==> src/rtl/swFlowPkg.sv <==
package swFlowPkg;
  typedef enum logic [1:0] {
    FC_RUN  = 2'd0,
    FC_PEND = 2'd1,
    FC_HOLD = 2'd2
  } flowState_t;

  // strobes from the matching datapath to the control
  typedef struct packed {
    logic rxStrobe;
    logic xoffHit;
    logic xonHit;
  } flowEvt_t;
endpackage

==> src/rtl/swFlowPattern.sv <==
module swFlowPattern #(
  parameter int DATA_W = 8
) (
  input  logic              clk,
  input  logic              rstN,
  input  logic              rxValid,
  input  logic [DATA_W-1:0] rxData,
  input  logic [DATA_W-1:0] patFirst,
  input  logic [DATA_W-1:0] patSecond,
  input  logic              pairMode,
  output logic              hit
);
  logic firstSeen;
  logic isFirst;

  assign isFirst = (rxData == patFirst);

  always_comb begin
    if (!rxValid) hit = 1'b0;
    else if (pairMode) hit = firstSeen && (rxData == patSecond);
    else hit = isFirst;
  end

  // a broken pair is dropped; the breaking byte is retested as a first byte
  always_ff @(posedge clk) begin
    if (!rstN) firstSeen <= 1'b0;
    else if (rxValid) firstSeen <= pairMode && isFirst && !hit;
  end

  AST_PAIR_NEEDS_PRIOR: assert property (@(posedge clk) disable iff (!rstN)
    (pairMode && hit) |-> (firstSeen && rxValid)) else $error("pair hit without first byte");
endmodule

==> src/rtl/swFlowDatapath.sv <==
module swFlowDatapath
  import swFlowPkg::*;
#(
  parameter int DATA_W = 8
) (
  input  logic              clk,
  input  logic              rstN,
  input  logic              rxValid,
  input  logic [DATA_W-1:0] rxData,
  input  logic [DATA_W-1:0] xoffFirst,
  input  logic [DATA_W-1:0] xoffSecond,
  input  logic [DATA_W-1:0] xonFirst,
  input  logic [DATA_W-1:0] xonSecond,
  input  logic              pairMode,
  output flowEvt_t          evt
);
  localparam int N_PAT = 2;  // index 0: stop pattern, 1: go pattern

  logic [DATA_W-1:0] firstTab  [N_PAT];
  logic [DATA_W-1:0] secondTab [N_PAT];
  logic [N_PAT-1:0]  hits;

  assign firstTab[0]  = xoffFirst;
  assign firstTab[1]  = xonFirst;
  assign secondTab[0] = xoffSecond;
  assign secondTab[1] = xonSecond;

  for (genvar i = 0; i < N_PAT; i++) begin : gPat
    swFlowPattern #(.DATA_W(DATA_W)) uPat (
      .clk      (clk),
      .rstN     (rstN),
      .rxValid  (rxValid),
      .rxData   (rxData),
      .patFirst (firstTab[i]),
      .patSecond(secondTab[i]),
      .pairMode (pairMode),
      .hit      (hits[i])
    );
  end

  assign evt.rxStrobe = rxValid;
  assign evt.xoffHit  = hits[0];
  assign evt.xonHit   = hits[1];
endmodule

==> src/rtl/swFlowCtrl.sv <==
module swFlowCtrl
  import swFlowPkg::*;
(
  input  logic     clk,
  input  logic     rstN,
  input  flowEvt_t evt,
  input  logic     anyXonMode,
  input  logic     txBusy,
  input  logic     txCharDone,
  input  logic     xoffIrqEn,
  output logic     txHold,
  output logic     xoffFlag,
  output logic     xoffIrq
);
  flowState_t state, stateNext;
  logic resume;

  // stop match outranks any go interpretation of the same byte
  assign resume = evt.rxStrobe && !evt.xoffHit && (evt.xonHit || anyXonMode);

  always_comb begin
    stateNext = state;
    unique case (state)
      FC_RUN:  if (evt.xoffHit) stateNext = (txBusy && !txCharDone) ? FC_PEND : FC_HOLD;
      FC_PEND: begin
        if (resume) stateNext = FC_RUN;
        else if (txCharDone) stateNext = FC_HOLD;
      end
      FC_HOLD: if (resume) stateNext = FC_RUN;
      default: stateNext = FC_RUN;
    endcase
  end

  always_ff @(posedge clk) begin
    if (!rstN) begin
      state    <= FC_RUN;
      xoffFlag <= 1'b0;
    end else begin
      state <= stateNext;
      if (evt.xoffHit) xoffFlag <= 1'b1;
      else if (resume && state != FC_RUN) xoffFlag <= 1'b0;
    end
  end

  assign txHold  = (state == FC_HOLD);
  assign xoffIrq = xoffFlag && xoffIrqEn;

  AST_HOLD_IMPLIES_FLAG: assert property (@(posedge clk) disable iff (!rstN)
    txHold |-> xoffFlag) else $error("hold without flag");
  AST_STOP_SETS_FLAG: assert property (@(posedge clk) disable iff (!rstN)
    evt.xoffHit |=> xoffFlag) else $error("stop match lost");
  AST_DONE_COMMITS_HALT: assert property (@(posedge clk) disable iff (!rstN)
    (state == FC_PEND && txCharDone && !resume) |=> txHold) else $error("pending halt not taken");
  AST_GO_RELEASES: assert property (@(posedge clk) disable iff (!rstN)
    (txHold && evt.xonHit && !evt.xoffHit) |=> (!txHold && !xoffFlag)) else $error("go match ignored");
  AST_BUSY_DEFERS: assert property (@(posedge clk) disable iff (!rstN)
    (!txHold && evt.xoffHit && txBusy && !txCharDone) |=> !txHold) else $error("halt cut a character");
endmodule

==> src/rtl/swFlowCtl.sv <==
module swFlowCtl
  import swFlowPkg::*;
#(
  parameter int DATA_W = 8
) (
  input  logic              clk,
  input  logic              rstN,
  input  logic              rxValid,
  input  logic [DATA_W-1:0] rxData,
  input  logic [DATA_W-1:0] xoffFirst,
  input  logic [DATA_W-1:0] xoffSecond,
  input  logic [DATA_W-1:0] xonFirst,
  input  logic [DATA_W-1:0] xonSecond,
  input  logic              pairMode,
  input  logic              anyXonMode,
  input  logic              txBusy,
  input  logic              txCharDone,
  input  logic              xoffIrqEn,
  output logic              txHold,
  output logic              xoffFlag,
  output logic              xoffIrq
);
  flowEvt_t evt;

  swFlowDatapath #(.DATA_W(DATA_W)) uDp (
    .clk       (clk),
    .rstN      (rstN),
    .rxValid   (rxValid),
    .rxData    (rxData),
    .xoffFirst (xoffFirst),
    .xoffSecond(xoffSecond),
    .xonFirst  (xonFirst),
    .xonSecond (xonSecond),
    .pairMode  (pairMode),
    .evt       (evt)
  );

  swFlowCtrl uCtrl (
    .clk       (clk),
    .rstN      (rstN),
    .evt       (evt),
    .anyXonMode(anyXonMode),
    .txBusy    (txBusy),
    .txCharDone(txCharDone),
    .xoffIrqEn (xoffIrqEn),
    .txHold    (txHold),
    .xoffFlag  (xoffFlag),
    .xoffIrq   (xoffIrq)
  );
endmodule

==> config.mk <==
export PLATFORM = sky130hd
export DESIGN_NAME = swFlowCtl
export DESIGN_NICKNAME = d
export VERILOG_FILES = /design/src/rtl/swFlowPkg.sv /design/src/rtl/swFlowPattern.sv /design/src/rtl/swFlowDatapath.sv /design/src/rtl/swFlowCtrl.sv /design/src/rtl/swFlowCtl.sv
export SDC_FILE = /design/constraint.sdc
export NUM_CORES = 1
export LEC_CHECK = 0
export BUFFER_PORTS_ARGS = -buffer_cell sky130_fd_sc_hd__buf_2
export CAP_MARGIN = 20
export CORE_MARGIN = 2
export CORE_UTILIZATION = 41
export DETAILED_ROUTE_END_ITERATION = 8
export GPL_TIMING_DRIVEN = 1
export PLACE_DENSITY_LB_ADDON = 0.05
export SYNTH_ARGS = -nofsm -noshare
export SYNTH_HDL_FRONTEND = slang
export SYNTH_HIERARCHICAL = 1
export SYNTH_SLANG_ARGS = --single-unit
==> constraint.sdc <==
create_clock -name clk -period 4 [get_ports clk]
set_input_delay 0.4 -clock clk [delete_from_list [all_inputs] [get_ports clk]]
set_output_delay 0.4 -clock clk [all_outputs]
set_load 0.1 [all_outputs]
[Yosys cells after proc, flatten, opt, wreduce, memory -nomap -nowiden]
Cells that the tools add are included.
Word-level totals
  bits in latches: 0
  RAM bits: 0
  input bits: 48
  word-level logic and storage cells: 44
  memory bits (read-only): 0
  memories kept: 0
  register bits: 5
Operators by class
  magnitude comparators: 0
  equal/unequal tests: 9
  multipliers: 0
  reduce and logical (&&, ||, !) cells: 19
  shift-type cells: 0
  bitwise operators: 0
  mux-type cells: 12
  add/subtract/negate cells: 0
  divide/modulo/power cells: 0
Operator list (number)
  $eq A8 B8 Y1: 4
  $logic_and A1 B1 Y1: 11
  $mux W2: 5
  $mux W1: 6
  $pmux W2 S3: 1
  $reduce_bool A2 Y1: 2
  $logic_not A1 Y1: 3
  $ne A3 B2 Y1 const B: 1
  $reduce_and A3 Y1: 1
  $eq A2 B1 Y1 const B: 1
  $eq A2 B2 Y1 const B: 1
  $logic_not A2 Y1: 1
  $ne A2 B1 Y1 const B: 1
  $ne A2 B2 Y1 const B: 1
  $logic_or A1 B1 Y1: 1

[Depth between registers and ports, before layout]
  word-level depth: 10
  depth in mapped cells: 7
  gate-level depth less buffers: 7

[Hierarchy]
The synthesis kept the hierarchy.
By module, submodules not included
  swFlowPattern: sequential area each 20.0 sq um, area an instance 239.0 sq um, cells an instance 28, instances 2
  swFlowCtrl: sequential area each 60.1 sq um, area an instance 163.9 sq um, cells an instance 19, instances 1
  swFlowDatapath: sequential area each 0.0 sq um, area an instance 7.5 sq um, cells an instance 1, instances 1

[Worst setup path after synthesis]
OpenSTA, ideal clock, no wires.
  path kind: reg2out
  start: reg uCtrl.xoffFlag
  end: out xoffIrq
  data arrival time: 1.813 ns
  data required time: 3.600 ns
  path buffers: 0
  cell stages (with the launch flop): 2
  setup slack: 1.787 ns
  path through: dfxtp_1 -> and2_1
Between the ends
  cells in the longest elaborated chain, start to end: 1
Ends and longest elaborated chain
  from (decl): line swFlowCtrl.sv:12  | output logic xoffFlag,
  from (signal assigned): line swFlowCtrl.sv:37  | xoffFlag <= 1'b0;
  from (signal assigned): line swFlowCtrl.sv:40  | if (evt.xoffHit) xoffFlag <= 1'b1;
  from (signal assigned): line swFlowCtrl.sv:41  | else if (resume && state != FC_RUN) xoffFlag <= 1'b0;
  $logic_and A1 B1 Y1: line swFlowCtrl.sv:46  | assign xoffIrq = xoffFlag && xoffIrqEn;
  to (decl): line swFlowCtl.sv:21  | output logic xoffIrq
Every way passes these cells.

==> metrics.txt <==
initial antenna violation count 0; H-tree depth 1; GPL Wtd Cong about 0.7; Power Total between 150 and 200 uW; Final min period about 1.9 ns; Worst IR Drop VDD 0.0000739 V; Die H around 44 um; Critical Path AT about 2.0 ns; endpoints failing hold 0; Clock Sinks 5; grt total ovfl 0; Synth Instances 76; Worst-path clk slew 0.05 ns; register bit count reported by yosys 5; initial core utilization 0.436; Synth Cell Area 649 um^2; Final Slew Violations 0; Root Buffer clkbuf_4; Worst Path Required between 4 and 5 ns; FP Rows 14; Vias between 700 and 800; cts bufs inserted 3; Seq/Total Area, Yosys 0.154; Buffers on Ports 50; crit path launch type input port; DR iter-0 viols 9; Worst Hold Class input port to flip-flop; final setup TNS 0 ns; share of layout cells above drive strength 1 0.442; met2 wire len around 770 um; metal3 WL ~130 um; CTS max path bufs 2; CP max FO 4; DP HPWL 1350 um; placed instance area around 910 um^2; Via density 5.05; Post-Synthesis Net Count about 120; worst slew pin tran approximately 0.55 ns; Multi-input gate area around 540 um^2; CTS tree built; I/O pins 51; DRC violations left 0; worst rel slew slack 0.629; largest net degree at the start of global routing 10; YS warnings 6; Inst Count DP around 140; Setup Crit Path Kind input port to flip-flop; worst skew pair latency 0.24 ns; DIE AREA 0.00192 mm^2; Routed Antenna Nets 0; RSZ-0062 raised after global routing no; Routed WL between 1500 and 2000 um; gr usage total 0.179; fillcell total 140; status finished, final reports clean; Final setup viols 0; Die Wd 43.8 um; nets approximately 180; Layout Skew 0.00201 ns; # hold bufs at CTS 0; leakage dissipation between 0.0004 and 0.0005 uW; first-pass GRT wire length ~2600 um; max_cap viols 0; Power Density roughly 190 mW/mm^2; Initial DRT Pass Iterations 4; number of antenna diodes 0; fmax approximately 540 MHz; Post-CTS Setup Inserts 0; WL per Instance around 11 um; Final Cycle Share 0.467; sequential cell area 100 um^2; Syn Area/Cell 8.54 um^2; final instance area 938 um^2; Final Non-Filler Cells roughly 150; area grow syn2layout 44.5%; core area about 0.0015 mm^2; met1 wire length 643 um; Crit. End Element flip-flop; number of global-route vias before repair between 600 and 700; uppermost layer routed met3; post_cts resized 0; Cell variety after synth 24
==> cells in the mapped netlist <==
cell type | n | area, um^2
a41o_1 | 2 | 20.0
o21ai_1 | 1 | 5.00
nand4b_1 | 2 | 17.5
and3b_1 | 2 | 17.5
o21ai_0 | 3 | 15.0
nand4_1 | 2 | 12.5
xnor2_1 | 2 | 17.5
dfxtp_1 | 5 | 100
buf_4 | 1 | 7.51
and2_1 | 1 | 6.26
o221a_1 | 1 | 11.3
and2b_2 | 1 | 8.76
nor2_1 | 2 | 7.51
xor2_1 | 30 | 263
and3_1 | 2 | 12.5
a2bb2oi_1 | 1 | 8.76
a21oi_1 | 1 | 5.00
nor4_2 | 2 | 25.0
nor4_1 | 4 | 25.0
nand2_1 | 4 | 15.0
a21oi_2 | 1 | 8.76
nor3_1 | 2 | 10.0
o21a_1 | 3 | 22.5
a21boi_0 | 1 | 7.51
==> layout by cell type, fill, tap and decap left out <==
master / count
xor2_1: 30
o221a_1: 1
dfxtp_1: 5
a21oi_2: 1
xnor2_1: 2
a21oi_1: 1
o21a_1: 3
and3b_1: 2
nor4_2: 2
nand4_1: 2
nor2_1: 2
nor3_1: 2
o21ai_0: 3
clkbuf_1: 1
clkbuf_4: 3
a21boi_0: 1
and2b_2: 1
nand4b_1: 2
a2bb2oi_1: 1
a41o_1: 2
buf_2: 50
and3_1: 2
nand2_1: 4
o21ai_1: 1
nor4_1: 4
and2_1: 1
==> routing by layer <==
| metal | vias to the layer above | track usage |
|---|---|---|
| met1 | 322 | 0.200 |
| met5 | - | 0 |
| met4 | 0 | 0.109 |
| met3 | 0 | 0.0458 |
| li1 | 379 | - |
| met2 | 31 | 0.300 |
==> path summary, 6_finish.rpt <==
check                                          start                          end  slack, ns  cells past startpoint
max reg2reg  uDp/gPat[0].uPat/firstSeen$_SDFFE_PN0P_  uCtrl/state[1]$_SDFFE_PN0P_       2.59                      5
min                                       txCharDone  uCtrl/state[0]$_SDFFE_PN0P_       0.42                      4
min reg2reg              uCtrl/state[0]$_SDFFE_PN0P_  uCtrl/state[0]$_SDFFE_PN0P_       0.57                      2
max                                        rxData[6]  uCtrl/state[1]$_SDFFE_PN0P_       2.13                      8
==> report_power, final <==
part	switching, uW	leakage [uW]	total [uW]	internal [uW]
Sequential	0.0572	0.0000403	50.1	50.0
Clock	21.7	0.0000150	59.5	37.8
Combinational	31.1	0.000432	64.9	33.8
==> sequential cells by signal (all words and copies together), names as in the netlist <==
signal and cells:
uCtrl/state 2, uCtrl/xoffFlag 1, uDp/gPat.uPat/firstSeen 2
==> worst max-delay path, stage by stage <==
cell and delay, ns:
buf_2 0.13, xor2_1 0.17, nor4_2 0.27, nand4_1 0.14
o21ai_0 0.42, a21oi_2 0.09, a2bb2oi_1 0.14, o221a_1 0.24
==> layout make-up <==
| class | instances | area share |
|---|---|---|
| Clock buffer | 4 | 0.0280 |
| Multi-Input combinational cell | 70 | 0.577 |
| Sequential cell | 5 | 0.107 |
| Tap cell | 16 | 0.0213 |
| Timing Repair Buffer | 50 | 0.267 |
==> cells by family (layout without fill, tap and decap cells) <==
group | after synthesis | in the layout | share of synthesized area
AOI/OAI and AO/OA | 14 | 14 | 0.160
xor gates and xnor gates | 32 | 32 | 0.432
buffers and inverters | 1 | 54 | 0.0116
DFF | 5 | 5 | 0.154
and+or+nand+nor | 24 | 24 | 0.243
==> stage by stage <==
| stage | setup slack (ns) | util | hold slack, ns |
|---|---|---|---|
| after CTS | 2.11 | 0.630 | 0.404 |
| after global routing | 1.92 | 0.630 | 0.433 |
| after global placement | 1.91 | 0.613 | 0.540 |
| after floorplan | 1.79 | - | 0.506 |
| final | 2.13 | 0.630 | 0.417 |
| after detailed placement | 1.87 | 0.613 | 0.556 |
No activity file was read; power rests on OpenSTA's default activity.
